<file path="config.mk">
export PLATFORM = sky130hd
export DESIGN_NAME = nlp_seq_prefetch
export DESIGN_NICKNAME = d
export VERILOG_FILES = /design/src/rtl/nlp_pkg.sv /design/src/rtl/nlp_trigger_sel.sv /design/src/rtl/nlp_stream_gen.sv /design/src/rtl/nlp_issue_gate.sv /design/src/rtl/nlp_seq_prefetch.sv
export SDC_FILE = /design/constraint.sdc
export NUM_CORES = 1
export LEC_CHECK = 0
export BUFFER_PORTS_ARGS = -buffer_cell sky130_fd_sc_hd__buf_2
export CAP_MARGIN = 20
export CORE_MARGIN = 1
export CORE_UTILIZATION = 48
export CTS_BUF_LIST = sky130_fd_sc_hd__clkbuf_4
export CTS_CLUSTER_SIZE = 12
export DETAILED_ROUTE_END_ITERATION = 10
export HOLD_SLACK_MARGIN = 0.12
export PLACE_DENSITY = 0.81
export SLEW_MARGIN = 25
export SYNTH_ARGS = -nofsm -noshare
export SYNTH_HDL_FRONTEND = slang
export SYNTH_SLANG_ARGS = --single-unit
</file>
<file path="constraint.sdc">
create_clock -name clk -period 5.6 [get_ports clk]
set_clock_uncertainty 0.15 [all_clocks]
set_input_delay 0.28 -clock clk [delete_from_list [all_inputs] [get_ports clk]]
set_output_delay 0.28 -clock clk [all_outputs]
set_load 0.02 [all_outputs]
</file>
<file path="src/rtl/nlp_pkg.sv">
package nlp_pkg;

  typedef enum logic [1:0] {
    TRIG_NONE      = 2'd0,
    TRIG_MISS      = 2'd1,
    TRIG_FIRST_USE = 2'd2
  } trig_kind_e;

  function automatic int max_int(input int a, input int b);
    return (a > b) ? a : b;
  endfunction

endpackage

</file>
<file path="src/rtl/nlp_trigger_sel.sv">
module nlp_trigger_sel
  import nlp_pkg::*;
#(
  parameter int NPORT  = 4,
  parameter int ADDR_W = 32
) (
  input  logic                    clk,
  input  logic                    rst_n,
  input  logic [NPORT-1:0]        req_valid_i,
  input  logic [NPORT*ADDR_W-1:0] req_addr_i,
  input  logic [NPORT-1:0]        req_hit_i,
  input  logic [NPORT-1:0]        req_pf_hit_i,
  output logic [NPORT-1:0]        clr_pf_o,
  output trig_kind_e              trig_kind_o,
  output logic [ADDR_W-1:0]       trig_addr_o
);

  logic [NPORT-1:0] is_miss;
  logic [NPORT-1:0] is_first_use;

  // Per-port event decode
  for (genvar p = 0; p < NPORT; p++) begin : g_port
    assign is_miss[p]      = req_valid_i[p] && !req_hit_i[p];
    assign is_first_use[p] = req_valid_i[p] && req_hit_i[p] && req_pf_hit_i[p];
    assign clr_pf_o[p]     = is_first_use[p];

    // a clear request only ever accompanies a valid hit
    p_clr_on_hit_r2: assert property (@(posedge clk) disable iff (!rst_n)
      clr_pf_o[p] |-> (req_valid_i[p] && req_hit_i[p]));
  end

  // Ascending scan: a later triggering port overwrites an earlier one
  always_comb begin
    trig_kind_o = TRIG_NONE;
    trig_addr_o = '0;
    for (int p = 0; p < NPORT; p++) begin
      if (is_miss[p]) begin
        trig_kind_o = TRIG_MISS;
        trig_addr_o = req_addr_i[p*ADDR_W +: ADDR_W];
      end else if (is_first_use[p]) begin
        trig_kind_o = TRIG_FIRST_USE;
        trig_addr_o = req_addr_i[p*ADDR_W +: ADDR_W];
      end
    end
  end

  // plain hits without prefetched mark never trigger
  p_plain_hit_quiet_r1: assert property (@(posedge clk) disable iff (!rst_n)
    ((req_valid_i & ~(req_hit_i & ~req_pf_hit_i)) == '0) |-> (trig_kind_o == TRIG_NONE));

endmodule

</file>
<file path="src/rtl/nlp_stream_gen.sv">
module nlp_stream_gen
  import nlp_pkg::*;
#(
  parameter int ADDR_W        = 32,
  parameter int LINE_BYTES    = 64,
  parameter int MISS_DEG      = 1,
  parameter int FIRST_USE_DEG = 4
) (
  input  logic              clk,
  input  logic              rst_n,
  input  trig_kind_e        trig_kind_i,
  input  logic [ADDR_W-1:0] trig_addr_i,
  output logic              cand_valid_o,
  output logic [ADDR_W-1:0] cand_addr_o
);

  localparam int MAX_DEG = max_int(MISS_DEG, FIRST_USE_DEG);
  localparam int DEG_W   = $clog2(MAX_DEG + 1);
  localparam logic [ADDR_W-1:0] STEP = ADDR_W'(LINE_BYTES);

  logic [ADDR_W-1:0] last_q;
  logic [DEG_W-1:0]  deg_q;
  logic [ADDR_W-1:0] eff_last;
  logic [DEG_W-1:0]  eff_deg;

  // A trigger takes effect in the generation step of its own cycle
  always_comb begin
    unique case (trig_kind_i)
      TRIG_MISS: begin
        eff_last = trig_addr_i;
        eff_deg  = DEG_W'(MISS_DEG);
      end
      TRIG_FIRST_USE: begin
        eff_last = trig_addr_i;
        eff_deg  = DEG_W'(FIRST_USE_DEG);
      end
      default: begin
        eff_last = last_q;
        eff_deg  = deg_q;
      end
    endcase
  end

  assign cand_valid_o = (eff_deg != '0);
  assign cand_addr_o  = eff_last + STEP;

  // Stream advances every active cycle, issued or not
  always_ff @(posedge clk or negedge rst_n) begin
    if (!rst_n) begin
      last_q <= '0;
      deg_q  <= '0;
    end else if (cand_valid_o) begin
      last_q <= cand_addr_o;
      deg_q  <= eff_deg - 1'b1;
    end
  end

  // remaining degree never exceeds the largest load
  p_deg_bound_r4: assert property (@(posedge clk) disable iff (!rst_n)
    deg_q <= DEG_W'(MAX_DEG));

  // a miss leaves only MISS_DEG-1 steps behind
  p_miss_deg_r3: assert property (@(posedge clk) disable iff (!rst_n)
    (trig_kind_i == TRIG_MISS) |=> (deg_q == DEG_W'(MISS_DEG - 1)));

  // uninterrupted stream steps by one line
  p_stride_r4: assert property (@(posedge clk) disable iff (!rst_n)
    (cand_valid_o && trig_kind_i == TRIG_NONE && $past(cand_valid_o))
      |-> (cand_addr_o == $past(cand_addr_o) + STEP));

  // idle state with no trigger offers nothing
  p_idle_quiet_r9: assert property (@(posedge clk) disable iff (!rst_n)
    (deg_q == '0 && trig_kind_i == TRIG_NONE) |-> !cand_valid_o);

endmodule

</file>
<file path="src/rtl/nlp_issue_gate.sv">
module nlp_issue_gate #(
  parameter int ADDR_W = 32
) (
  input  logic              clk,
  input  logic              rst_n,
  input  logic              cand_valid_i,
  input  logic [ADDR_W-1:0] cand_addr_i,
  input  logic              cand_present_i,
  input  logic              filt_hit_i,
  output logic              pf_valid_o,
  output logic [ADDR_W-1:0] pf_addr_o,
  input  logic              pf_ready_i,
  output logic              filt_ins_o
);

  logic drop;

  assign drop       = cand_present_i || filt_hit_i;
  assign pf_valid_o = cand_valid_i && !drop;
  assign pf_addr_o  = cand_addr_i;
  assign filt_ins_o = pf_valid_o && pf_ready_i;

  // present or filtered lines are never requested
  p_suppress_r6: assert property (@(posedge clk) disable iff (!rst_n)
    (cand_present_i || filt_hit_i) |-> !pf_valid_o);

  // filter insert only for a request on a lookup with no hit
  p_ins_needs_lookup_r7: assert property (@(posedge clk) disable iff (!rst_n)
    filt_ins_o |-> (cand_valid_i && !cand_present_i && !filt_hit_i));

  // no request without a candidate
  p_req_needs_cand_r9: assert property (@(posedge clk) disable iff (!rst_n)
    pf_valid_o |-> cand_valid_i);

endmodule

</file>
<file path="src/rtl/nlp_seq_prefetch.sv">
module nlp_seq_prefetch
  import nlp_pkg::*;
#(
  parameter int NPORT         = 4,
  parameter int ADDR_W        = 32,
  parameter int LINE_BYTES    = 64,
  parameter int MISS_DEG      = 1,
  parameter int FIRST_USE_DEG = 4
) (
  input  logic                    clk,
  input  logic                    rst_n,
  input  logic [NPORT-1:0]        req_valid_i,
  input  logic [NPORT*ADDR_W-1:0] req_addr_i,
  input  logic [NPORT-1:0]        req_hit_i,
  input  logic [NPORT-1:0]        req_pf_hit_i,
  output logic [NPORT-1:0]        clr_pf_o,
  output logic                    cand_valid_o,
  output logic [ADDR_W-1:0]       cand_addr_o,
  input  logic                    cand_present_i,
  input  logic                    filt_hit_i,
  output logic                    pf_valid_o,
  output logic [ADDR_W-1:0]       pf_addr_o,
  input  logic                    pf_ready_i,
  output logic                    filt_ins_o
);

  trig_kind_e        trig_kind;
  logic [ADDR_W-1:0] trig_addr;

  nlp_trigger_sel #(
    .NPORT  (NPORT),
    .ADDR_W (ADDR_W)
  ) u_trig (
    .clk          (clk),
    .rst_n        (rst_n),
    .req_valid_i  (req_valid_i),
    .req_addr_i   (req_addr_i),
    .req_hit_i    (req_hit_i),
    .req_pf_hit_i (req_pf_hit_i),
    .clr_pf_o     (clr_pf_o),
    .trig_kind_o  (trig_kind),
    .trig_addr_o  (trig_addr)
  );

  nlp_stream_gen #(
    .ADDR_W        (ADDR_W),
    .LINE_BYTES    (LINE_BYTES),
    .MISS_DEG      (MISS_DEG),
    .FIRST_USE_DEG (FIRST_USE_DEG)
  ) u_gen (
    .clk          (clk),
    .rst_n        (rst_n),
    .trig_kind_i  (trig_kind),
    .trig_addr_i  (trig_addr),
    .cand_valid_o (cand_valid_o),
    .cand_addr_o  (cand_addr_o)
  );

  nlp_issue_gate #(
    .ADDR_W (ADDR_W)
  ) u_gate (
    .clk            (clk),
    .rst_n          (rst_n),
    .cand_valid_i   (cand_valid_o),
    .cand_addr_i    (cand_addr_o),
    .cand_present_i (cand_present_i),
    .filt_hit_i     (filt_hit_i),
    .pf_valid_o     (pf_valid_o),
    .pf_addr_o      (pf_addr_o),
    .pf_ready_i     (pf_ready_i),
    .filt_ins_o     (filt_ins_o)
  );

  // insert strobe is tied to a live request on this cycle
  p_ins_with_req_r7: assert property (@(posedge clk) disable iff (!rst_n)
    filt_ins_o |-> (pf_valid_o && pf_ready_i));

  // request address mirrors the candidate
  p_addr_match_r9: assert property (@(posedge clk) disable iff (!rst_n)
    pf_valid_o |-> (pf_addr_o == cand_addr_o));

endmodule

</file>
Word-level counts from Yosys, hierarchy flattened
Cells that the tools add are included.
{ "totals": {"register_bits": 35, "in_bits": 145, "output_inout_bits": 71} }
{ "op_classes": {"addsub": 2, "n_eq_ne": 2, "n_mux": 18, "n_reduce_logical": 22} }
{ "ops": {"columns": ["operator", "n"], "rows": [
  ["$mux W32", 9],
  ["$add A32 B7 Y32 const B", 1],
  ["$mux W2", 8],
  ["$logic_and A1 B1 Y1", 14],
  ["$pmux W3 S2", 1],
  ["$logic_not A1 Y1", 5],
  ["$reduce_bool A3 Y1", 1],
  ["$sub A3 B1 Y3 const B", 1],
  ["$eq A2 B1 Y1 const B", 1],
  ["$eq A2 B2 Y1 const B", 1],
  ["$reduce_or A2 Y1", 1],
  ["$logic_or A1 B1 Y1", 1]
]} }

Depth between registers and ports, before layout
Gate-level depths: netlist of the first run.
{ "logic_depth": {"word_depth": 15, "depth_mapped": 22, "depth_no_buf": 16} }

Hierarchy
From an unflattened synthesis of the first run, not the netlist that was laid out.
{ "unflattened": {"cells_unflattened": 545, "area_unflattened_um2": 4578.1} }
{ "modules_own_cells": {"columns": ["module", "instances", "cells_each", "area_each_um2", "seq_area_each_um2"], "rows": [
  ["nlp_stream_gen", 1, 339, 3098.0, 875.8],
  ["nlp_trigger_sel", 1, 172, 1219.9, 0.0],
  ["nlp_issue_gate", 1, 34, 260.2, 0.0]
]} }

Worst setup path before layout of the first run
OpenSTA, ideal clock, no wires.
{ "synth_path": {"kind": "input -> output", "start": "input port req_valid_i[1]", "end": "output port filt_ins_o", "arrival_ns": 4.385, "required_ns": 5.170, "slack_ns": 0.785, "path_stages": 19, "n_path_buf": 8, "path_cell_list": "buf_2 > buf_1 > buf_2 > nand2_1 > a31oi_1 > a21oi_1 > nor2_1 > nor2_1 > ha_1 > clkbuf_1 > clkbuf_1 > clkbuf_1 > buf_1 > mux2i_1 > ha_1 > and2_1 > clkbuf_1 > nor3_1 > and2_1"} }
{ "synth_via": {"elab_chain_len": 13, "word_cells_on_any_way": 15} }
{ "synth_rtl": {"columns": ["item", "line", "rtl"], "rows": [
  ["start: declaration", "nlp_seq_prefetch.sv:12", "input logic [NPORT-1:0] req_valid_i,"],
  ["$logic_and A1 B1 Y1 (2 in series)", "nlp_trigger_sel.sv:24", "assign is_first_use[p] = req_valid_i[p] && req_hit_i[p] && req_pf_hit_i[p];"],
  ["$mux W2", "nlp_trigger_sel.sv:40", "end else if (is_first_use[p]) begin"],
  ["$mux W2 *", "nlp_trigger_sel.sv:37", "if (is_miss[p]) begin"],
  ["$mux W2 *", "nlp_trigger_sel.sv:40", null],
  ["$mux W2 *", "nlp_trigger_sel.sv:37", null],
  ["$mux W2 *", "nlp_trigger_sel.sv:40", null],
  ["$mux W2 *", "nlp_trigger_sel.sv:37", null],
  ["$eq A2 B2 Y1 or $eq A2 B1 Y1 (tied branches)", "nlp_stream_gen.sv:28", "unique case (trig_kind_i)"],
  ["$pmux W3 S2 *", "nlp_stream_gen.sv:28", null],
  ["$reduce_bool A3 Y1 *", "nlp_stream_gen.sv:44", "assign cand_valid_o = (eff_deg != '0);"],
  ["$logic_and A1 B1 Y1 *", "nlp_issue_gate.sv:19", "assign pf_valid_o = cand_valid_i && !drop;"],
  ["net pf_valid_o", "nlp_seq_prefetch.sv:21", "output logic pf_valid_o,"],
  ["$logic_and A1 B1 Y1 *", "nlp_issue_gate.sv:21", "assign filt_ins_o = pf_valid_o && pf_ready_i;"],
  ["end: declaration", "nlp_seq_prefetch.sv:24", "output logic filt_ins_o"]
]} }
Mark *: on every way through the listed nets, which the timed path passes. The rest lies on a longest branch.

Worst setup path after layout of the first run
{ "layout_path": {"start": "input port req_valid_i[0]", "end": "output port cand_addr_o[31]"} }
{ "layout_via": {"elab_chain_len": 14, "word_cells_on_any_way": 24} }
{ "layout_rtl": {"columns": ["item", "line", "rtl"], "rows": [
  ["$logic_and A1 B1 Y1 (2 in series)", "nlp_trigger_sel.sv:24", null],
  ["$mux W2", "nlp_trigger_sel.sv:40", null],
  ["$mux W2", "nlp_trigger_sel.sv:37", null],
  ["$mux W2", "nlp_trigger_sel.sv:40", null],
  ["$mux W2", "nlp_trigger_sel.sv:37", null],
  ["$mux W2", "nlp_trigger_sel.sv:40", null],
  ["$mux W2", "nlp_trigger_sel.sv:37", null],
  ["$mux W2", "nlp_trigger_sel.sv:40", null],
  ["$mux W2", "nlp_trigger_sel.sv:37", null],
  ["$eq A2 B1 Y1 or $eq A2 B2 Y1 (tied branches)", "nlp_stream_gen.sv:28", null],
  ["$reduce_or A2 Y1 (no source line)", null, null],
  ["$mux W32 *", "nlp_stream_gen.sv:28", null],
  ["$add A32 B7 Y32 *", "nlp_stream_gen.sv:45", "assign cand_addr_o = eff_last + STEP;"],
  ["end: declaration", "nlp_seq_prefetch.sv:18", "output logic [ADDR_W-1:0] cand_addr_o,"]
]} }
Every way passes the cells marked *; elsewhere a longest branch is shown, timed or not.

==> impl_metrics.env, run 1 <==
export IMPL_status="finished, final reports clean"
export IMPL_worst_setup_path_end_kind="primary output"
export IMPL_clockPowerShare=0.100
export IMPL_yosysWarnings=0
export IMPL_clk_latency_ns=0.35
export IMPL_port_buffers=215
export IMPL_critPathLaunchType="input port"
export IMPL_routed_via_density=6.25
export IMPL_synth_xor_area_frac=0.0212
export IMPL_syn_num_nets=719
export IMPL_dr_max_layer_used="met4"
export IMPL_drive_above_1_share=0.359
export IMPL_drtIter0Drc=356
export IMPL_clock_sinks=35
export IMPL_max_freq_mhz=205
export IMPL_clkTransAtPathRegs_ns=0.13
export IMPL_powerDensity_nw_per_um2=380
export IMPL_internal_power_mw=0.926
export IMPL_met2_length_um=6890
export IMPL_synth_simple_gate_area_frac=0.288
export IMPL_area_growth_syn_to_layout_pct=22.3
export IMPL_antenna_found_initial=1
export IMPL_grtUsageTotal=0.326
export IMPL_ant_nets=0
export IMPL_synth_distinct_cells=57
export IMPL_die_area_um2=9000
export IMPL_synth_top_area_frac=0.212
export IMPL_grt_pass1_vias=4729
export IMPL_nFillCells=789
export IMPL_drc_errors=0
export IMPL_hold_viol=0
export IMPL_wirelength_um=14700
export IMPL_wl_met3_um=1330
export IMPL_finalNetCount=876
export IMPL_p_switching_mw=0.998
export IMPL_netlist_instances=569
export IMPL_synth_common_cells="107 x nand2_1, 35 x dfrtp_1, 33 x buf_4"
export IMPL_synth_mux_area_frac=0.0321
export IMPL_wl_met1_um=5860
export IMPL_yosysMostFrequentCell="nand2_1"
export IMPL_hold_buffers=1
export IMPL_finalCritPeriodShare=0.870
export IMPL_boundaryPins=216
export IMPL_crit_required_ns=5.17
export IMPL_finalMaxSlewViolations=0
export IMPL_period_needed_ns=4.87
export IMPL_worst_setup_path_type="input port to primary output"
export IMPL_tightest_slew_ns=0.965
export IMPL_peakVddDrop_mv=0.234
export IMPL_postCtsSetupBuffers=0
export IMPL_synth_seq_cells=35
export IMPL_synth_async_sr_flop_share=1.00
export IMPL_cts_tree="built"
export IMPL_hold_ws_ns=0.225
export IMPL_yosysTopAreaCell="dfrtp_1"
export IMPL_cts_buffer_depth=2
export IMPL_grt_pass1_wl_um=22600
export IMPL_synth_area_um2=4140
export IMPL_start_util=0.499
export IMPL_synth_top_family_by_area="compound AO/OA/AOI/OAI gates"
export IMPL_yosys_most_used_dff="dfrtp_1"
export IMPL_yosysSeqAreaShare=0.212
export IMPL_power_frac_comb=0.675
export IMPL_synth_compound_area_share=0.306
export IMPL_gp_congestion=0.987
export IMPL_grt_max_degree=45
export IMPL_dp_cells=823
export IMPL_hp_class="input port to flop"
export IMPL_crit_fanout=41
export IMPL_num_vias=5204
export IMPL_maxCapViolCount=0
export IMPL_h_tree_depth=2
export IMPL_finalSetupViolCount=0
export IMPL_die_h_um=94.8
export IMPL_cts_buffers=5
export IMPL_rows=33
export IMPL_synthAdderAreaFrac=0.0151
export IMPL_die_x_um=94.8
export IMPL_tns_ns=0
export IMPL_seq_power_share=0.224
export IMPL_place_hpwl_um=11200
export IMPL_grt_overflow_total=0
export IMPL_leakagePower_nw=2.48
export IMPL_cts_root_buf="clkbuf_4"
export IMPL_rsz0062_at_grt="false"
export IMPL_switching_share=0.519
export IMPL_dr_pass1_iters=5
export IMPL_arrival_ns=4.44
export IMPL_avgSynthCellArea_um2=7.27
export IMPL_synth_edf_count=0
export IMPL_netlist_top_cells_area="dfrtp_1 21%, nand2_1 9.7%, buf_4 6.0%"
export IMPL_core_um2=8300
export IMPL_post_cts_resized=0
export IMPL_slew_headroom=0.357
export IMPL_fin_cells=833
export IMPL_routedWlPerCell_um=17.7
## through the flow
stage	total power [mW]	setup slack (ns)	utilization	cell area (um2)
floorplan	1.44	0.785	-	4140
global placement	1.70	1.04	0.599	4970
detailed placement	1.72	0.828	0.599	4970
CTS	1.92	0.825	0.610	5060
global route	2.08	0.454	0.610	5060
finish	1.92	0.727	0.610	5060
## metal layers
metal	global-route usage	up-vias
met5	0	-
met4	0.157	0
met3	0.0515	51
met2	0.546	310
met1	0.406	2416
li1	-	2427
## state kept, by name (all words and copies together), names as in the netlist
signal        cells
u_gen.deg_q       3
u_gen.last_q     32
## power groups by stage
stage               registers (mW)  logic (mW)  clock network (mW)
global route                 0.445        1.43               0.206
finish                       0.431        1.30               0.193
global placement             0.429        1.27                   0
CTS                          0.428        1.29               0.195
detailed placement           0.435        1.29                   0
floorplan                    0.417        1.02                   0
## worst max-delay path: stages
cell	delay (ns)
buf_2	0.33
nand3_1	0.16
a21oi_1	0.17
nor2_1	0.05
nor2_1	0.09
nor2_1	0.06
ha_1	0.36
buf_4	0.40
and2_1	0.19
a31oi_1	0.05
a222oi_1	0.88
nand3_1	0.41
or4_4	0.59
xor2_1	0.20
buf_2	0.21
## layout by cell type (no fill, tap or decap), types with 3 or more instances in the layout
cell type	instances
buf_2	215
nand2_1	107
dfrtp_1	35
nor2_1	28
a31oi_1	28
and2_1	25
o22ai_1	23
nand3_1	21
o221ai_1	20
a211oi_1	19
a21oi_1	17
o21ai_0	16
o31ai_1	14
inv_1	12
nor3_1	12
a221oi_1	12
buf_4	12
and4_1	10
mux2_2	10
nand4_1	8
and3_1	7
xnor2_1	6
nor4_1	6
o211ai_1	5
ha_1	5
clkbuf_4	5
a222oi_1	4
xor2_1	4
a21o_1	3
## kinds of logic (layout without fill, tap and decap cells)
kind of cell,Yosys count,in the layout
AND/OR/NAND/NOR,238,238
AO/OA/AOI/OAI,176,176
buffers and inverters,93,251
flip-flops,35,35
multiplexers,12,12
XOR/XNOR,10,10
adder cells (fa/ha/maj),5,5
other,0,1
## final cells by class
class                      count  area (um2)  share of cell area
clock inverter                 3        43.8             0.00865
antenna                        1        2.50            0.000494
inverter                      15        56.3              0.0111
clock buffer                   5        37.5             0.00741
sequential                    35         876               0.173
timing repair buffer         228        1180               0.232
multi-input combinational    441        2740               0.541
tap                          105         131              0.0260
## final timing paths
path	cells after the start	start	endpoint	slack [ns]
worst max register to register	6	u_gen.last_q[10]$_DFFE_PN0P_	u_gen.last_q[31]$_DFFE_PN0P_	2.79
worst max-delay path	15	req_valid_i[0]	cand_addr_o[31]	0.73
worst min register to register	2	u_gen.last_q[8]$_DFFE_PN0P_	u_gen.last_q[8]$_DFFE_PN0P_	0.32
worst min-delay path	5	req_addr_i[127]	u_gen.last_q[31]$_DFFE_PN0P_	0.23
max in group asynchronous	2	rst_n	u_gen.last_q[8]$_DFFE_PN0P_	4.36
min in group asynchronous	2	rst_n	u_gen.last_q[31]$_DFFE_PN0P_	0.41
(Power assumes the default switching activity.)
==> run 2: changes to the inputs <==
--- a/config.mk
+++ b/config.mk
@@ -14,6 +14,7 @@
 export DETAILED_ROUTE_END_ITERATION = 10
 export HOLD_SLACK_MARGIN = 0.12
 export PLACE_DENSITY = 0.81
+export RECOVER_POWER = 100
 export SLEW_MARGIN = 25
 export SYNTH_ARGS = -nofsm -noshare
 export SYNTH_HDL_FRONTEND = slang
==> run 2 against run 1 <==
Against the previous run:
- the run now ends with max-capacitance violations, max-slew violations left
- routed wire length rose by 0.26%
- first-iteration DRC count is 9.3% higher
- via count is 1.0% higher
- highest routed layer unchanged
- cell count is the same
- core utilization decreased by 1.1 points
- clock power is essentially flat
- register-to-register slack worse by 0.29 ns
==> impl_metrics.env, run 2 (synthesis results as in run 1) <==
export IMPL_status="finished, violations left"
export IMPL_violations="max-capacitance violations, max-slew violations"
export IMPL_cpMostUsedCell="clkbuf_1"
export IMPL_h_tree_depth=2
export IMPL_clk_latency_ns=0.36
export IMPL_grt_overflow_total=0
export IMPL_cts_buffers=5
export IMPL_path_delay_family="buffers and inverters"
export IMPL_reg_top3="u_gen.last_q: 32 flops, u_gen.deg_q: 3 flops"
export IMPL_rsz0062_at_grt="false"
export IMPL_worst_setup_path_end_kind="primary output"
export IMPL_grtUsageTotal=0.326
export IMPL_r2r_end="u_gen.last_q[29]$_DFFE_PN0P_"
export IMPL_powerDensity_nw_per_um2=379
export IMPL_crit_path_start="req_valid_i[1]"
export IMPL_drive_above_1_share=0.265
export IMPL_crit_fanout=44
export IMPL_path_depth=10
export IMPL_power_frac_comb=0.667
export IMPL_min_to="u_gen.last_q[31]$_DFFE_PN0P_"
export IMPL_rows=33
export IMPL_postCtsSetupBuffers=0
export IMPL_crit_required_ns=5.17
export IMPL_arrival_ns=4.60
export IMPL_finalMaxSlewViolations=120
export IMPL_final_cell_mix="150 x buf_2, 107 x nand2_1, 67 x clkbuf_1"
export IMPL_hp_class="input port to flop"
export IMPL_tns_ns=0
export IMPL_hold_start="req_addr_i[127]"
export IMPL_grt_pass1_vias=4729
export IMPL_core_um2=8300
export IMPL_dp_cells=823
export IMPL_finalNetCount=876
export IMPL_hold_buffers=1
export IMPL_die_h_um=94.8
export IMPL_place_hpwl_um=11200
export IMPL_grt_max_degree=45
export IMPL_tightest_slew_ns=2.02
export IMPL_wirelength_um=14800
export IMPL_layout_commonest_cell="buf_2"
export IMPL_boundaryPins=216
export IMPL_fin_cells=833
export IMPL_cp_num_buf_inv=3
export IMPL_largest_register="u_gen.last_q"
export IMPL_cts_root_buf="clkbuf_4"
export IMPL_num_vias=5258
export IMPL_period_needed_ns=5.03
export IMPL_switching_share=0.534
export IMPL_largest_reg_flops=32
export IMPL_die_x_um=94.8
export IMPL_port_buffers=215
export IMPL_leakagePower_nw=2.26
export IMPL_routedWlPerCell_um=17.7
export IMPL_post_cts_resized=0
export IMPL_postPlaceCellArea_um2=4970
export IMPL_drtIter0Drc=389
export IMPL_area_growth_syn_to_layout_pct=20.1
export IMPL_finalSetupViolCount=0
export IMPL_clock_sinks=35
export IMPL_p_switching_mw=1.01
export IMPL_gp_congestion=0.987
export IMPL_cp_slowest_stage_delay_ns=1.23
export IMPL_fin_area_um2=4970
export IMPL_antenna_found_initial=1
export IMPL_cp_cell_sequence="buf_2 > clkbuf_1 > nand2_1 > o22ai_1 > o221ai_1 > a222oi_1 > nand3_1 > or4_1 > xor2_1 > clkbuf_1"
export IMPL_start_util=0.499
export IMPL_clkTransAtPathRegs_ns=0.13
export IMPL_clockPowerShare=0.104
export IMPL_critPathLaunchType="input port"
export IMPL_r2r_slack_ns=2.50
export IMPL_die_area_um2=9000
export IMPL_maxCapViolCount=3
export IMPL_slew_headroom=-0.349
export IMPL_reg2regPathDepth=8
export IMPL_max_freq_mhz=199
export IMPL_internal_power_mw=0.878
export IMPL_drc_errors=0
export IMPL_worst_setup_path_type="input port to primary output"
export IMPL_ant_nets=0
export IMPL_crit_slowest_cell="clkbuf_1"
export IMPL_dr_pass1_iters=6
export IMPL_r2r_start="u_gen.deg_q[0]$_DFFE_PN0P_"
export IMPL_peakVddDrop_mv=0.217
export IMPL_finalCritPeriodShare=0.898
export IMPL_cts_buffer_depth=2
export IMPL_routed_via_density=6.31
export IMPL_cts_tree="built"
export IMPL_hold_viol=0
export IMPL_seq_power_share=0.229
export IMPL_hold_path_depth=5
export IMPL_grt_pass1_wl_um=22600
run 2: cell types whose count changed in the layout (fill, tap and decap cells not counted), sizes merged:
cell | before | now
buf | 227 | 160
clkbuf | 5 | 72
run 2: tightest hold or removal path: stages:
cell	delay (ns)
buf_2	0.08
a21o_1	0.10
o22ai_1	0.10
nand2_1	0.08
o211ai_1	0.07
run 2: power by group through the flow:
stage | Sequential (mW) | Clock [mW] | Combinational [mW]
after detailed placement | 0.435 | 0 | 1.29
after CTS | 0.428 | 0.195 | 1.29
after global placement | 0.429 | 0 | 1.27
after floorplan | 0.417 | 0 | 1.02
after global routing | 0.445 | 0.206 | 1.39
final | 0.432 | 0.196 | 1.26
run 2: worst max path at each step:
| stage | to | slack, ns |
|---|---|---|
| finish | cand_addr_o[31] | 0.57 |
| global route | filt_ins_o | 0.23 |
| CTS | cand_addr_o[31] | 0.82 |
| detailed placement | cand_addr_o[31] | 0.83 |
| global placement | cand_addr_o[31] | 1.04 |
| floorplan | filt_ins_o | 0.78 |
run 2: stage by stage:
| stage | utilization | hold WS [ns] | setup WS [ns] | total power, mW |
|---|---|---|---|---|
| final | 0.599 | 0.226 | 0.569 | 1.89 |
| after global routing | 0.599 | 0.266 | 0.227 | 2.04 |
| after CTS | 0.610 | 0.230 | 0.825 | 1.92 |
| after detailed placement | 0.599 | 0.275 | 0.828 | 1.72 |
| after global placement | 0.599 | 0.269 | 1.04 | 1.70 |
| after floorplan | - | -0.166 | 0.785 | 1.44 |
run 2: routing by layer:
| metal | global-route usage | part of all wire | routed length [um] |
|---|---|---|---|
| met2 | 0.546 | 0.46 | 6830 |
| met4 | 0.157 | 0.045 | 663 |
| met1 | 0.406 | 0.40 | 5980 |
| met3 | 0.0515 | 0.088 | 1310 |
| met5 | 0 | 0 | 0 |
run 2: final cells by class:
class                           count  area (um2)
Inverter                           15        56.3
Clock buffer                        5        37.5
Timing Repair Buffer              228        1090
Antenna cell                        1        2.50
Clock inverter                      3        43.8
Fill cell                         829        3330
Tap cell                          105         131
Sequential cell                    35         876
Multi-Input combinational cell    441        2740
==> run 3: changes to the inputs <==
--- a/config.mk
+++ b/config.mk
@@ -8,12 +8,12 @@
 export BUFFER_PORTS_ARGS = -buffer_cell sky130_fd_sc_hd__buf_2
 export CAP_MARGIN = 20
 export CORE_MARGIN = 1
-export CORE_UTILIZATION = 48
+export CORE_UTILIZATION = 51
 export CTS_BUF_LIST = sky130_fd_sc_hd__clkbuf_4
 export CTS_CLUSTER_SIZE = 12
 export DETAILED_ROUTE_END_ITERATION = 10
 export HOLD_SLACK_MARGIN = 0.12
-export PLACE_DENSITY = 0.81
+export PLACE_DENSITY = 0.86
 export RECOVER_POWER = 100
 export SLEW_MARGIN = 25
 export SYNTH_ARGS = -nofsm -noshare
==> constraint.sdc (replaced) <==
create_clock -name clk -period 6.35 [get_ports clk]
set_clock_uncertainty 0.15 [all_clocks]
set_input_delay 0.3175 -clock clk [delete_from_list [all_inputs] [get_ports clk]]
set_output_delay 0.3175 -clock clk [all_outputs]
set_load 0.02 [all_outputs]
==> run 3 against run 2 <==
Against the previous run:
- the run still ends with max-capacitance violations, max-slew violations left
- worst setup slack improved by 0.16 ns
- cell count fell by 1.3%
- critical path depth increased by 6
- power decreased by 15%
- clock power decreased by 39%
- clock-buffer cell count grew 1
- die area decreased by 5.8%
- routed wire length down 0.53%
- non-clock buffer count down 5
==> impl_metrics.env, run 3 (synthesis results as in run 1) <==
export IMPL_area_growth_syn_to_layout_pct=18.0
export IMPL_hold_viol=0
export IMPL_cts_root_buf="clkbuf_4"
export IMPL_finalCritPeriodShare=0.885
export IMPL_status="finished, violations left"
export IMPL_arrival_ns=5.15
export IMPL_clockPowerShare=0.075
export IMPL_clock_sinks=35
export IMPL_grt_pass1_wl_um=22800
export IMPL_power_frac_comb=0.687
export IMPL_finalMaxSlewViolations=36
export IMPL_antenna_cells=0
export IMPL_hp_class="flop to flop"
export IMPL_grt_max_degree=39
export IMPL_num_vias=5233
export IMPL_p_switching_mw=0.880
export IMPL_die_area_um2=8480
export IMPL_drc_errors=0
export IMPL_largest_reg_flops=32
export IMPL_violations="max-capacitance violations, max-slew violations"
export IMPL_switching_share=0.547
export IMPL_cp_cell_sequence="buf_2 > nand3_1 > a21oi_1 > nor2_1 > nor2_1 > nor2_1 > ha_1 > clkbuf_1 > and2_1 > a31oi_1 > a222oi_1 > clkbuf_1 > nand4_1 > or4_4 > xor2_1 > clkbuf_1"
export IMPL_peakVddDrop_mv=0.257
export IMPL_grtUsageTotal=0.341
export IMPL_final_cell_mix="148 x buf_2, 107 x nand2_1, 70 x clkbuf_1"
export IMPL_utilization=0.628
export IMPL_place_hpwl_um=11100
export IMPL_worst_setup_path_end_kind="primary output"
export IMPL_crit_required_ns=5.88
export IMPL_boundaryPins=216
export IMPL_finalNetCount=871
export IMPL_h_tree_depth=2
export IMPL_core_um2=7770
export IMPL_seq_power_share=0.238
export IMPL_cts_tree="built"
export IMPL_leakagePower_nw=2.20
export IMPL_antenna_found_initial=0
export IMPL_rsz0062_at_grt="false"
export IMPL_slew_headroom=-0.311
export IMPL_crit_slowest_cell="clkbuf_1"
export IMPL_period_needed_ns=5.62
export IMPL_reg_top3="u_gen.last_q: 32 flops, u_gen.deg_q: 3 flops"
export IMPL_clkTransAtPathRegs_ns=0.11
export IMPL_internal_power_mw=0.728
export IMPL_critPathLaunchType="input port"
export IMPL_rows=32
export IMPL_cts_buffers=5
export IMPL_drive_above_1_share=0.254
export IMPL_max_freq_mhz=178
export IMPL_tns_ns=0
export IMPL_wirelength_um=14700
export IMPL_fin_cells=822
export IMPL_worst_setup_path_type="input port to primary output"
export IMPL_cts_buffer_depth=2
export IMPL_hold_buffers=1
export IMPL_routed_via_density=6.37
export IMPL_die_x_um=92.1
export IMPL_crit_fanout=28
export IMPL_grt_overflow_total=0
export IMPL_cp_slowest_stage_delay_ns=0.93
export IMPL_postCtsSetupBuffers=0
export IMPL_ant_nets=0
export IMPL_dp_cells=813
export IMPL_post_cts_resized=0
export IMPL_powerDensity_nw_per_um2=329
export IMPL_grt_pass1_vias=4728
export IMPL_dr_pass1_iters=6
export IMPL_clk_latency_ns=0.35
export IMPL_finalSetupViolCount=0
export IMPL_start_util=0.533
export IMPL_dp_worst_setup_slack_ns=1.04
export IMPL_tightest_slew_ns=1.97
export IMPL_largest_register="u_gen.last_q"
export IMPL_maxCapViolCount=1
export IMPL_drtIter0Drc=505
export IMPL_layout_setup_ws_ns=0.731
export IMPL_layout_commonest_cell="buf_2"
export IMPL_port_buffers=215
export IMPL_nFillCells=773
export IMPL_routedWlPerCell_um=17.9
export IMPL_die_h_um=92.1
export IMPL_gp_congestion=1.00
run 3: cell count changes in the layout (fill, tap and decap cells not counted), sizes merged:
| cell | previous run | this run |
|---|---|---|
| diode | 1 | 0 |
| clkinv | 4 | 2 |
| buf | 160 | 152 |
| bufinv | 1 | 0 |
| clkbuf | 72 | 76 |
run 3: power groups by stage:
stage	sequential [mW]	combinational, mW	clock (mW)
4_1_cts	0.380	1.13	0.124
2_1_floorplan	0.367	0.903	0
3_3_place_gp	0.380	1.10	0
6_report	0.383	1.10	0.120
5_1_grt	0.392	1.20	0.134
3_5_place_dp	0.385	1.13	0
run 3: area by class of cell:
class / count / area, um2 / area share
multi-input combinational: 441 / 2730 / 0.560
timing repair buffer: 223 / 1040 / 0.214
sequential: 35 / 876 / 0.179
tap: 102 / 128 / 0.0261
inverter: 15 / 56.3 / 0.0115
clock buffer: 6 / 45.0 / 0.00923
run 3: worst paths after layout:
| path | start | endpoint | slack, ns | cells after the start |
|---|---|---|---|---|
| worst max-delay path | req_valid_i[0] | pf_addr_o[31] | 0.73 | 16 |
| worst min-delay path | u_gen.last_q[8]$_DFFE_PN0P_ | u_gen.last_q[8]$_DFFE_PN0P_ | 0.33 | 2 |
| worst max register to register | u_gen.last_q[15]$_DFFE_PN0P_ | u_gen.last_q[31]$_DFFE_PN0P_ | 3.49 | 7 |
| worst min register to register | u_gen.last_q[8]$_DFFE_PN0P_ | u_gen.last_q[8]$_DFFE_PN0P_ | 0.33 | 2 |
| max in group asynchronous | rst_n | u_gen.last_q[12]$_DFFE_PN0P_ | 4.01 | 2 |
| min in group asynchronous | rst_n | u_gen.last_q[5]$_DFFE_PN0P_ | 0.90 | 2 |
run 3: routing by layer:
| metal | up-vias | track usage | part of all wire |
|---|---|---|---|
| li1 | 2425 | - | - |
| met1 | 2395 | 0.405 | 0.38 |
| met2 | 355 | 0.593 | 0.47 |
| met3 | 58 | 0.0580 | 0.094 |
| met4 | 0 | 0.161 | 0.048 |
| met5 | - | 0 | 0 |
run 3: metrics by stage:
step	hold WS, ns	cell area [um2]	power [mW]
floorplan	-0.128	4140	1.27
global placement	0.298	4910	1.48
detailed placement	0.301	4910	1.51
CTS	0.326	4970	1.63
global route	0.354	4880	1.73
finish	0.328	4880	1.61
run 3: worst max-delay path: cells and delay by family:
| kind | cells | cell delay, ns |
|---|---|---|
| buf+inv | 4 | 1.88 |
| fa+ha+maj | 1 | 0.59 |
| simple gates | 7 | 1.36 |
| xor+xnor | 1 | 0.23 |
| compound gates | 3 | 0.77 |
